### src/rtl/gpio_mask_pkg.sv
package gpio_mask_pkg;

  localparam int DATA_W     = 32;
  localparam int HALF_W     = DATA_W / 2;
  localparam int NUM_MASKED = 9;
  localparam int IDX_W      = $clog2(NUM_MASKED);

  // byte offsets of the words that do not belong to the masked block
  localparam int OFF_MASK_END = 'h48;
  localparam int OFF_DIV      = 'h48;
  localparam int OFF_STAT     = 'h50;
  localparam int OFF_RAW      = 'h58;
  localparam int OFF_EOI      = 'h60;
  localparam int OFF_PIN      = 'h70;
  localparam int OFF_VER      = 'h78;

  // order of the masked registers: index = offset / 8
  localparam int IDX_LEVEL   = 0;
  localparam int IDX_DIR     = 1;
  localparam int IDX_INTEN   = 2;
  localparam int IDX_INTMASK = 3;
  localparam int IDX_TYPE    = 4;
  localparam int IDX_POL     = 5;
  localparam int IDX_DUAL    = 6;
  localparam int IDX_DBEN    = 7;
  localparam int IDX_DIVEN   = 8;

  typedef enum logic [2:0] {
    RD_ZERO,
    RD_HALF,
    RD_DIV,
    RD_STAT,
    RD_RAW,
    RD_PIN,
    RD_VER
  } rdSel_e;

  typedef struct packed {
    logic             halfWr;
    logic [IDX_W-1:0] regIdx;
    logic             upper;
    logic             divWr;
    logic             eoiWr;
    rdSel_e           rdSel;
  } strobe_t;

endpackage

### src/rtl/gpio_mask_ctrl.sv
module gpio_mask_ctrl
  import gpio_mask_pkg::*;
#(
  parameter int ADDR_W = 8
) (
  input  logic [ADDR_W-1:0] busAddr,
  input  logic              busWe,
  output strobe_t           strobe
);

  localparam int WORD_W = ADDR_W - 2;

  logic [WORD_W-1:0] wordAddr;
  assign wordAddr = busAddr[ADDR_W-1:2];

  function automatic logic hit(input logic [WORD_W-1:0] w, input int off);
    return w == WORD_W'(off >> 2);
  endfunction

  always_comb begin
    strobe        = '0;
    strobe.rdSel  = RD_ZERO;
    strobe.regIdx = IDX_W'(busAddr[ADDR_W-1:3]);
    strobe.upper  = busAddr[2];
    if (wordAddr < WORD_W'(OFF_MASK_END >> 2)) begin
      strobe.halfWr = busWe;
      strobe.rdSel  = RD_HALF;
    end else if (hit(wordAddr, OFF_DIV)) begin
      strobe.divWr = busWe;
      strobe.rdSel = RD_DIV;
    end else if (hit(wordAddr, OFF_STAT)) begin
      strobe.rdSel = RD_STAT;
    end else if (hit(wordAddr, OFF_RAW)) begin
      strobe.rdSel = RD_RAW;
    end else if (hit(wordAddr, OFF_EOI)) begin
      strobe.eoiWr = busWe;
    end else if (hit(wordAddr, OFF_PIN)) begin
      strobe.rdSel = RD_PIN;
    end else if (hit(wordAddr, OFF_VER)) begin
      strobe.rdSel = RD_VER;
    end
  end

endmodule

### src/rtl/gpio_mask_data.sv
module gpio_mask_data
  import gpio_mask_pkg::*;
#(
  parameter int          DIV_W   = 24,
  parameter logic [31:0] VERSION = 32'h01000C2B
) (
  input  logic                               clk,
  input  logic                               rstN,
  input  strobe_t                            strobe,
  input  logic [DATA_W-1:0]                  busWdata,
  output logic [DATA_W-1:0]                  busRdata,
  input  logic [DATA_W-1:0]                  pinIn,
  input  logic [DATA_W-1:0]                  intStatusIn,
  input  logic [DATA_W-1:0]                  intRawIn,
  output logic [NUM_MASKED-1:0][DATA_W-1:0]  regOut,
  output logic [DIV_W-1:0]                   divOut,
  output logic [DATA_W-1:0]                  eoiOut
);

  logic [NUM_MASKED-1:0][DATA_W-1:0] maskedReg;
  logic [NUM_MASKED-1:0][DATA_W-1:0] maskedNext;
  logic [DIV_W-1:0]                  divReg;
  logic [DATA_W-1:0]                 pinSample;
  logic [DATA_W-1:0]                 eoiReg;

  logic [HALF_W-1:0] wrEn;
  logic [HALF_W-1:0] wrData;
  assign wrEn   = busWdata[DATA_W-1:HALF_W];
  assign wrData = busWdata[HALF_W-1:0];

  for (genvar g = 0; g < NUM_MASKED; g++) begin : gHalf
    logic sel;
    logic [HALF_W-1:0] loNew, hiNew;
    assign sel   = strobe.halfWr && (strobe.regIdx == IDX_W'(g));
    assign loNew = (maskedReg[g][HALF_W-1:0] & ~wrEn) | (wrData & wrEn);
    assign hiNew = (maskedReg[g][DATA_W-1:HALF_W] & ~wrEn) | (wrData & wrEn);
    assign maskedNext[g] = !sel ? maskedReg[g] :
                           strobe.upper ? {hiNew, maskedReg[g][HALF_W-1:0]} :
                                          {maskedReg[g][DATA_W-1:HALF_W], loNew};
  end

  always_ff @(posedge clk or negedge rstN) begin
    if (!rstN) begin
      maskedReg <= '0;
      divReg    <= '0;
      pinSample <= '0;
      eoiReg    <= '0;
    end else begin
      maskedReg <= maskedNext;
      pinSample <= pinIn;
      eoiReg    <= strobe.eoiWr ? busWdata : '0;
      if (strobe.divWr) divReg <= busWdata[DIV_W-1:0];
    end
  end

  logic [DATA_W-1:0] halfWord;
  always_comb begin
    halfWord = '0;
    if (int'(strobe.regIdx) < NUM_MASKED) begin
      halfWord[HALF_W-1:0] = strobe.upper ? maskedReg[strobe.regIdx][DATA_W-1:HALF_W]
                                          : maskedReg[strobe.regIdx][HALF_W-1:0];
    end
  end

  always_comb begin
    unique case (strobe.rdSel)
      RD_HALF: busRdata = halfWord;
      RD_DIV:  busRdata = DATA_W'(divReg);
      RD_STAT: busRdata = intStatusIn;
      RD_RAW:  busRdata = intRawIn;
      RD_PIN:  busRdata = pinSample;
      RD_VER:  busRdata = VERSION;
      default: busRdata = '0;
    endcase
  end

  assign regOut = maskedReg;
  assign divOut = divReg;
  assign eoiOut = eoiReg;

endmodule

### src/rtl/gpio_mask_regfile.sv
module gpio_mask_regfile
  import gpio_mask_pkg::*;
#(
  parameter int          ADDR_W  = 8,
  parameter int          DIV_W   = 24,
  parameter logic [31:0] VERSION = 32'h01000C2B
) (
  input  logic              clk,
  input  logic              rstN,
  input  logic [ADDR_W-1:0] busAddr,
  input  logic [31:0]       busWdata,
  input  logic              busWe,
  output logic [31:0]       busRdata,
  input  logic [31:0]       pinIn,
  input  logic [31:0]       intStatusIn,
  input  logic [31:0]       intRawIn,
  output logic [31:0]       outLevel,
  output logic [31:0]       outDir,
  output logic [31:0]       intEnable,
  output logic [31:0]       intMask,
  output logic [31:0]       intType,
  output logic [31:0]       intPolarity,
  output logic [31:0]       intDualEdge,
  output logic [31:0]       dbEnable,
  output logic [31:0]       dbDivEnable,
  output logic [DIV_W-1:0]  dbDivider,
  output logic [31:0]       eoiClear
);

  strobe_t strobe;
  logic [NUM_MASKED-1:0][DATA_W-1:0] regOut;

  gpio_mask_ctrl #(.ADDR_W(ADDR_W)) ctrlInst (
    .busAddr(busAddr),
    .busWe  (busWe),
    .strobe (strobe)
  );

  gpio_mask_data #(.DIV_W(DIV_W), .VERSION(VERSION)) dataInst (
    .clk        (clk),
    .rstN       (rstN),
    .strobe     (strobe),
    .busWdata   (busWdata),
    .busRdata   (busRdata),
    .pinIn      (pinIn),
    .intStatusIn(intStatusIn),
    .intRawIn   (intRawIn),
    .regOut     (regOut),
    .divOut     (dbDivider),
    .eoiOut     (eoiClear)
  );

  assign outLevel    = regOut[IDX_LEVEL];
  assign outDir      = regOut[IDX_DIR];
  assign intEnable   = regOut[IDX_INTEN];
  assign intMask     = regOut[IDX_INTMASK];
  assign intType     = regOut[IDX_TYPE];
  assign intPolarity = regOut[IDX_POL];
  assign intDualEdge = regOut[IDX_DUAL];
  assign dbEnable    = regOut[IDX_DBEN];
  assign dbDivEnable = regOut[IDX_DIVEN];

endmodule

### config.mk
export PLATFORM = sky130hd
export DESIGN_NAME = gpio_mask_regfile
export DESIGN_NICKNAME = d
export VERILOG_FILES = /design/src/rtl/gpio_mask_pkg.sv /design/src/rtl/gpio_mask_ctrl.sv /design/src/rtl/gpio_mask_data.sv /design/src/rtl/gpio_mask_regfile.sv
export SDC_FILE = /design/constraint.sdc
export NUM_CORES = 1
export LEC_CHECK = 0
export BUFFER_PORTS_ARGS = -buffer_cell sky130_fd_sc_hd__buf_4
export CAP_MARGIN = 15
export CORE_MARGIN = 4
export CORE_UTILIZATION = 30
export CTS_BUF_LIST = sky130_fd_sc_hd__clkbuf_4
export CTS_CLUSTER_DIAMETER = 150
export CTS_CLUSTER_SIZE = 10
export DETAILED_ROUTE_END_ITERATION = 6
export GPL_TIMING_DRIVEN = 0
export PLACE_DENSITY_LB_ADDON = 0.1
export REMOVE_ABC_BUFFERS = 1
export SYNTH_ARGS = -nofsm -noshare
export SYNTH_HDL_FRONTEND = slang
export SYNTH_SLANG_ARGS = --single-unit
### constraint.sdc
create_clock -name clk -period 2.5 [get_ports clk]
set_input_delay 0.5 -clock clk [delete_from_list [all_inputs] [get_ports clk]]
set_output_delay 0.5 -clock clk [all_outputs]
set_load 0.02 [all_outputs]
==> run_results.csv, run 1 <==
group,metric,value,unit
yosys,synth_fa_ha_area_share,0,%
worst_hold_path,hold_path_class,"in2reg",
clocking,cts_sinks,376,
power_and_ir_drop,power_leakage,12.5,nW
layout,drive_gt1_share,47.1,%
placed_design,placed_cell_area,23000,sq um
yosys,synthSimpleGateAreaFrac,10.4,%
placed_design,io_buffers,512,
sta,tns,-2.04,ns
worst_setup_path,crit_path_end_kind,"output pin",
sta,setup_violations,16,
worst_setup_path,cpMostUsedCell,"buf_6",
worst_setup_path,critical_path_class,"in2out",
global_routing,grt.total_usage,25.7,%
yosys,muxShareOfSynthArea,28.7,%
yosys,synth_seq_cells,376,
yosys,ys_types,44,
layout,area_growth_syn_to_layout,37.4,%
yosys,yosys_warnings,0,
route,detail_route.first_pass.iterations,5,
yosys,synth_top_family_by_area,"multiplexers",
worst_setup_path,crit_arrival,2.21,ns
floorplan,io_pins,515,
sta,slew_headroom,23.0,%
clocking,insertion_delay,0.80,ns
sta,post-route-period-util,109,%
sta,final-hold-violation-count,0,
worst_setup_path,r2r_slack,1.46,ns
yosys,avgSynthCellArea,11.6,sq um
floorplan,start_util,30.4,%
sta,layout_setup_ws,-0.213,ns
layout,layout_common_cells,"buf_4, dfrtp_1, nand2_1",
global_routing,grt_pass1_wl,122,mm
route,wl_per_cell,29.5,um
yosys,synth_ff_type,"dfrtp_1",
floorplan,chipHeight,256,um
route,wirelength,87.4,mm
worst_hold_path,whs_path_depth,2,
layout,instances_no_fill,2959,
worst_setup_path,path_max_fanout,9,
worst_setup_path,path_delay_family,"simple AND/OR/NAND/NOR gates",
global_routing,grt-ovfl-total,0,
route,num_vias,15300,
route,viasPerCell,5.16,
layout,final_cell_area,25300,sq um
sta,whs,0.0906,ns
yosys,synth_area,18400,sq um
clocking,cts_tree,"built",
yosys,synth-async-reset-ratio,100,%
route,drtIter0Drc,993,
worst_setup_path,cp-startpoint,"busAddr[2]",
yosys,synth_compound_area_share,6.06,%
global_routing,antenna_found_initial,3,
sta,max_freq,369,MHz
worst_setup_path,cp.depth,9,
yosys,synthCells,1591,
route,drc_errors,0,
yosys,synth_edf_count,0,
layout,nFillCells,5898,
power_and_ir_drop,ir_drop,0.470,mV
sta,tightestPinTransition,1.15,ns
layout,layout_commonest_cell,"buf_4",
worst_hold_path,min-delay-start,"busWdata[23]",
status,violations,"negative setup slack",
sta,slew_viol_final,0,
floorplan,dieArea,65500,sq um
clocking,clk_pin_slew,0.11,ns
sta,period_needed,2.71,ns
sta,rsz0062_at_grt,"true",
clocking,root_buffer,"clkbuf_4",
worst_setup_path,critPathSlowestCell,"or3b_4",
placed_design,numPlacedInstances,2764,
global_routing,grt_max_degree,112,
layout,nNetsFinal,2312,
yosys,synthXorXnorAreaFrac,0,%
worst_setup_path,worst-path-buf-inv,4,
floorplan,die_width,256,um
job,max_cap_violations,0,
route,antenna_left,0,
worst_hold_path,min_to,"dataInst.eoiOut[23]",
floorplan,core_area,60600,sq um
power_and_ir_drop,p_per_area,532,nW/um^2
sta,clock_skew,0,ns
clocking,htreeDepth,2,
placed_design,hpwl,53.3,mm
worst_setup_path,reg2regPathDepth,3,
worst_setup_path,critPathLaunchType,"input port",
yosys,synth_seq_area_share,51.1,%
global_routing,first_global_vias,15600,
worst_setup_path,crit_chain,"buf_6 > or3b_4 > nor4_4 > buf_4 > buf_8 > a22oi_1 > nand3_1 > a31o_2 > buf_6",
worst_setup_path,worstPathRequired,2.00,ns
floorplan,rows,90,
clocking,numCtsBuffers,43,
clocking,cts_buffer_depth,3,
status,status,"finished, violations left",
worst_setup_path,cpPeakStageDelay,0.44,ns
placed_design,place.gp.congestion,0.769,
-- where the power goes --
part	internal, W	switching (W)	leakage, nW
Combinational	0.00152	0.00185	7.19
Clock	0.000931	0.00224	0.221
Sequential	0.00654	0.000377	5.06
Total	0.00899	0.00447	12.5
-- worst register-to-register path: stages, from the launching register on --
cell and delay [ns]:
dfrtp_1 0.42, buf_4 0.14, buf_4 0.13, mux2_2 0.26
-- per-layer routing --
metal / vias up / GRT usage, % / wire (um)
li1: 6744 / - / -
met1: 7874 / 32.3 / 35100
met2: 517 / 44.3 / 43400
met3: 117 / 6.64 / 6700
met4: 2 / 6.84 / 2220
met5: - / 0 / 11
-- cells in the mapped netlist (3+ instances only) --
cell type | number | area (sq um)
dfrtp_1 | 376 | 9410
nand2_1 | 294 | 1100
mux2_2 | 277 | 3120
mux2i_1 | 164 | 1640
clkbuf_1 | 74 | 278
o22ai_1 | 55 | 344
nor2_1 | 35 | 131
o21ai_0 | 33 | 165
and2_1 | 32 | 200
buf_2 | 30 | 150
o221ai_1 | 26 | 228
a21oi_1 | 22 | 110
mux2_1 | 21 | 236
mux2_4 | 20 | 300
nand3_1 | 20 | 100
buf_1 | 16 | 60.1
nor2_4 | 14 | 158
a22oi_1 | 12 | 90.1
a2bb2oi_1 | 11 | 96.3
buf_4 | 11 | 82.6
buf_6 | 10 | 113
a31o_2 | 5 | 43.8
nand3b_1 | 4 | 30.0
nand2b_1 | 3 | 18.8
-- worst max-delay path by stage --
stage | end | slack [ns]
after detailed placement | busRdata[23] | -2.21
after global placement | busRdata[1] | -5.36
after floorplan | busRdata[0] | 0.13
after global routing | busRdata[1] | -0.29
after CTS | busRdata[1] | -0.25
final | busRdata[5] | -0.21
-- final cells by class --
type,instances,area (sq um),area share (%)
Antenna cell,3,7.51,0.0296
Inverter,1,8.76,0.0346
Clock inverter,1,30.0,0.119
Timing Repair Buffer,678,5960,23.5
Multi-Input combinational cell,1073,8590,33.9
Sequential cell,376,9410,37.2
Tap cell,782,978,3.86
Clock buffer,45,338,1.33
-- per-stage QoR --
stage	total power, W	worst slack, ns	util (%)
floorplan	0.00826	0.128	-
global placement	0.0100	-5.36	37.3
detailed placement	0.0101	-2.21	38.0
CTS	0.0136	-0.254	41.6
global route	0.0141	-0.291	41.8
finish	0.0135	-0.213	41.8
-- kinds of logic (layout without fill, tap and decap cells) --
family	Yosys count	after routing
and+or+nand+nor	422	422
buffers and inverters	142	725
AOI/OAI and AO/OA	169	169
DFF	376	376
muxes	482	482
other	0	3
-- repair_timing --
item | CTS | global route
endpoints found under the hold margin | 141 | 0
buffers inserted | 71 | 8
pin swaps | 27 | 15
hold buffers | 59 | 0
resized for setup | 79 | 11
gates cloned | 8 | 0
endpoints found under the setup margin | 226 | 22
Note: power is estimated with default switching activity, not from simulation.
==> run 2: changes to the inputs <==
==> constraint.sdc (replaced) <==
create_clock -name clk -period 2.5 [get_ports clk]
set_input_delay 0.25 -clock clk [delete_from_list [all_inputs] [get_ports clk]]
set_output_delay 0.25 -clock clk [all_outputs]
set_load 0.02 [all_outputs]
==> run_results.csv, run 2 (same netlist as run 1, synthesis figures left out) <==
group,metric,value,unit
job,max_cap_violations,0,
route,wirelength,85.1,mm
layout,nFillCells,5934,
clocking,cts_tree,"built",
global_routing,grt_max_degree,112,
placed_design,hpwl,53.3,mm
floorplan,dieArea,65500,sq um
sta,clock_skew,0,ns
sta,tns,-0.0629,ns
floorplan,start_util,30.4,%
layout,layout_commonest_cell,"buf_4",
global_routing,antenna_found_initial,4,
clocking,root_buffer,"clkbuf_4",
worst_setup_path,path_max_fanout,54,
route,detail_route.first_pass.iterations,5,
sta,max_freq,396,MHz
sta,rsz0062_at_grt,"true",
layout,final_core_util,41.0,%
route,num_vias,15100,
placed_design,io_buffers,512,
sta,period_needed,2.53,ns
layout,layout_common_cells,"buf_4, dfrtp_1, nand2_1",
clocking,htreeDepth,2,
worst_setup_path,crit_path_end_kind,"output pin",
status,violations,"negative setup slack",
placed_design,numPlacedInstances,2764,
sta,final-hold-violation-count,0,
floorplan,io_pins,515,
sta,layout_setup_ws,-0.0252,ns
worst_setup_path,worstPathRequired,2.25,ns
worst_setup_path,critPathLaunchType,"input port",
placed_design,place.gp.congestion,0.769,
clocking,numCtsBuffers,43,
placed_design,dp_slack,-1.73,ns
global_routing,grt-ovfl-total,0,
clocking,insertion_delay,0.79,ns
route,wl_per_cell,29.0,um
sta,setup_violations,4,
status,status,"finished, violations left",
worst_hold_path,hold_path_class,"in2reg",
worst_setup_path,crit_arrival,2.28,ns
layout,area_growth_syn_to_layout,34.8,%
route,antenna_left,0,
worst_setup_path,reg2regPathDepth,2,
sta,tightestPinTransition,1.16,ns
power_and_ir_drop,ir_drop,0.471,mV
floorplan,rows,90,
sta,slew_viol_final,0,
sta,post-route-period-util,101,%
worst_hold_path,whs_path_depth,2,
sta,slew_headroom,22.7,%
floorplan,chipHeight,256,um
route,viasPerCell,5.15,
worst_setup_path,critical_path_class,"in2out",
floorplan,die_width,256,um
layout,drive_gt1_share,45.6,%
global_routing,grt_pass1_wl,119,mm
clocking,clk_pin_slew,0.12,ns
power_and_ir_drop,power_leakage,12.2,nW
power_and_ir_drop,p_per_area,537,nW/um^2
clocking,cts_buffer_depth,3,
route,drc_errors,0,
global_routing,first_global_vias,15500,
route,drtIter0Drc,1038,
layout,nNetsFinal,2285,
clocking,cts_sinks,376,
layout,instances_no_fill,2932,
floorplan,core_area,60600,sq um
power_and_ir_drop,power.total,0.0133,W
global_routing,grt.total_usage,25.0,%
==> run 2: worst max-delay path, stage by stage <==
cell	delay, ns
buf_8	0.44
or2_2	0.78
o22ai_1	0.16
o221ai_1	0.25
nand3_1	0.17
buf_6	0.17
==> run 2: report_power, final <==
part / leakage, nW / switching, W / internal [W]
Combinational: 6.91 / 0.00181 / 0.00144
Sequential: 5.06 / 0.000383 / 0.00654
Clock: 0.221 / 0.00224 / 0.000931
==> run 2: cell type report <==
class	instances	area, sq um	share of cell area [%]
Timing Repair Buffer	651	5530	22.3
Clock buffer	45	338	1.36
Antenna cell	3	7.51	0.0302
Tap cell	782	978	3.94
Multi-Input combinational cell	1073	8550	34.4
Inverter	1	6.26	0.0252
Sequential cell	376	9410	37.9
Clock inverter	1	30.0	0.121
==> run 2: path summary, 6_finish.rpt <==
check | from | end | slack, ns
hold reg to reg | register | register | 0.53
max in group asynchronous | rstN | dataInst.eoiOut[14] | 0.34
min in group asynchronous | rstN | dataInst.pinSample[14] | 0.54
setup / recovery | busAddr[3] | busRdata[12] | -0.03
hold / removal | pinIn[4] | dataInst.pinSample[4] | 0.09
setup reg to reg | register | register | 1.59
==> run 2: metal layers <==
metal	vias to the layer above	track usage (%)	routed length, um
met5	-	0	11
met4	2	6.35	2000
met3	101	6.30	5730
met2	476	43.1	42400
met1	7816	31.6	35000
li1	6697	-	-
==> run 2: timing repair <==
action,CTS,global route
resized for setup,42,17
hold buffers,75,0
pin swaps,15,7
cloned,2,0
endpoints found under the hold margin,591,0
buffers inserted,36,6
setup endpoints to repair,164,19
==> run 2: stage by stage <==
step	hold slack (ns)	instance area, sq um
floorplan	-0.0456	17700
global placement	0.360	22600
detailed placement	0.293	23000
CTS	0.000165	24700
global route	0.0315	24800
finish	0.0868	24900
==> run 3: changes to the inputs <==
Settings changed: PLACE_DENSITY_LB_ADDON 0.1 to 0.3.
==> run_results.csv, run 3 (same netlist as run 1, synthesis figures left out) <==
group,metric,value,unit
status,status,"finished, violations left",
status,violations,"negative setup slack",
route,wl_met1,32.6,mm
power_and_ir_drop,p_int,0.00891,W
power_and_ir_drop,p_sw_share,32.8,%
floorplan,io_pins,515,
layout,final_cell_area,25000,sq um
sta,max_freq,391,MHz
global_routing,antenna_found_initial,5,
global_routing,grt_pass1_wl,115,mm
worst_setup_path,cpPeakStageDelay,0.56,ns
layout,layout_commonest_cell,"buf_4",
sta,rsz0062_at_grt,"true",
placed_design,hpwl,52.8,mm
route,antenna_left,0,
route,viasPerCell,5.26,
route,num_vias,15500,
layout,layout_common_cells,"buf_4, dfrtp_1, nand2_1",
route,route.met2.wl,38.7,mm
placed_design,place.gp.congestion,0.784,
power_and_ir_drop,p_sw,0.00434,W
sta,tightestPinTransition,1.10,ns
placed_design,io_buffers,512,
power_and_ir_drop,power_leakage,12.2,nW
floorplan,chipHeight,256,um
sta,period_needed,2.56,ns
route,drc_errors,0,
job,max_cap_violations,0,
worst_setup_path,crit_chain,"buf_8 > nand2b_2 > nor3_4 > buf_16 > a22oi_1 > nand3_2 > a31o_2 > buf_4",
sta,final-hold-violation-count,0,
worst_setup_path,crit_arrival,2.31,ns
clocking,cts_sinks,376,
power_and_ir_drop,ir_drop,0.299,mV
sta,slew_headroom,26.5,%
clocking,htreeDepth,2,
worst_setup_path,critPathSlowestCell,"nand2b_2",
global_routing,grt.total_usage,23.8,%
layout,regArea,9410,sq um
route,drtIter0Drc,1313,
worst_hold_path,hold_path_class,"in2reg",
floorplan,core_area,60600,sq um
placed_design,placed_cell_area,23100,sq um
route,detail_route.first_pass.iterations,5,
floorplan,start_util,30.4,%
power_and_ir_drop,p_per_area,531,nW/um^2
clocking,clk_pin_slew,0.11,ns
worst_setup_path,critical_path_class,"in2out",
worst_setup_path,critPathLaunchType,"input port",
route,top_layer_used,"met4",
worst_hold_path,min-delay-start,"pinIn[1]",
clocking,insertion_delay,0.77,ns
route,wirelength,80.9,mm
global_routing,first_global_vias,15800,
layout,instances_no_fill,2937,
power_and_ir_drop,seqPwrFrac,52.3,%
power_and_ir_drop,clockPowerShare,23.5,%
floorplan,dieArea,65500,sq um
floorplan,die_width,256,um
worst_setup_path,crit_path_end_kind,"output pin",
route,wl_per_cell,27.6,um
global_routing,grt-ovfl-total,0,
sta,post-route-period-util,102,%
placed_design,numPlacedInstances,2763,
sta,slew_viol_final,0,
sta,clock_skew,0,ns
floorplan,rows,90,
power_and_ir_drop,comb_power_share,24.3,%
worst_setup_path,path_max_fanout,45,
layout,nNetsFinal,2288,
clocking,numCtsBuffers,43,
layout,nFillCells,5805,
clocking,root_buffer,"clkbuf_4",
sta,setup_violations,7,
layout,area_growth_syn_to_layout,35.4,%
clocking,cts_tree,"built",
clocking,cts_buffer_depth,3,
worst_setup_path,worstPathRequired,2.25,ns
layout,drive_gt1_share,45.6,%
worst_setup_path,cp-startpoint,"busAddr[5]",
layout,multi_input_area,8550,sq um
global_routing,grt_max_degree,113,
sta,layout_setup_ws,-0.0601,ns
route,wl_met3,6.61,mm
[run 3: cell type report]
cell class	instances	area share, %
Sequential cell	376	37.7
Clock buffer	45	1.35
Timing Repair Buffer	654	22.6
Inverter	1	0.0251
Multi-Input combinational cell	1073	34.3
Tap cell	782	3.92
Antenna cell	5	0.0501
Clock inverter	1	0.120
[run 3: per-stage QoR]
step	setup TNS (ns)	hold slack (ns)	total power, W	utilization [%]	setup slack, ns
floorplan	0	-0.0456	0.00826	-	0.476
global placement	-1747.72	0.359	0.00996	37.3	-4.09
detailed placement	-262.03	0.311	0.0101	38.1	-1.36
CTS	-0.441	0.00424	0.0134	40.8	-0.193
global route	-0.714	0.0496	0.0138	41.2	-0.165
finish	-0.207	0.120	0.0132	41.2	-0.0601
[run 3: timing repair]
action,CTS,global route
cloned,1,0
hold buffers,79,0
resized for setup,42,13
endpoints found under the hold margin,483,0
setup buffers,32,11
endpoints found under the setup margin,159,110
pin swaps,13,12
[run 3: worst max-delay path, delay by kind of cell]
kind | cells | cell delay, ns
AO/OA/AOI/OAI | 2 | 0.43
buffers and inverters | 3 | 0.78
AND/OR/NAND/NOR | 3 | 0.80
[run 3: metal layers]
metal  global-route usage [%]  vias to the layer above
li1                         -                     6690
met1                     30.9                     7946
met2                     39.2                      682
met3                     5.76                      136
met4                     8.08                        0
met5                        0                        -
[run 3: power groups by stage]
stage               logic [W]  registers [W]  clock network [W]
floorplan            0.000775        0.00749                  0
global placement      0.00295        0.00701                  0
detailed placement    0.00302        0.00704                  0
CTS                   0.00322        0.00692            0.00326
global route          0.00339        0.00698            0.00344
finish                0.00322        0.00692            0.00311
[run 3: final timing paths]
kind | to | cells past startpoint | slack, ns
min in group asynchronous | async pin | 3 | 0.51
setup reg to reg | register | 2 | 1.58
hold / removal | dataInst.pinSample[1] | 2 | 0.12
max in group asynchronous | async pin | 5 | 0.70
hold reg to reg | register | 1 | 0.55
setup / recovery | busRdata[3] | 8 | -0.06
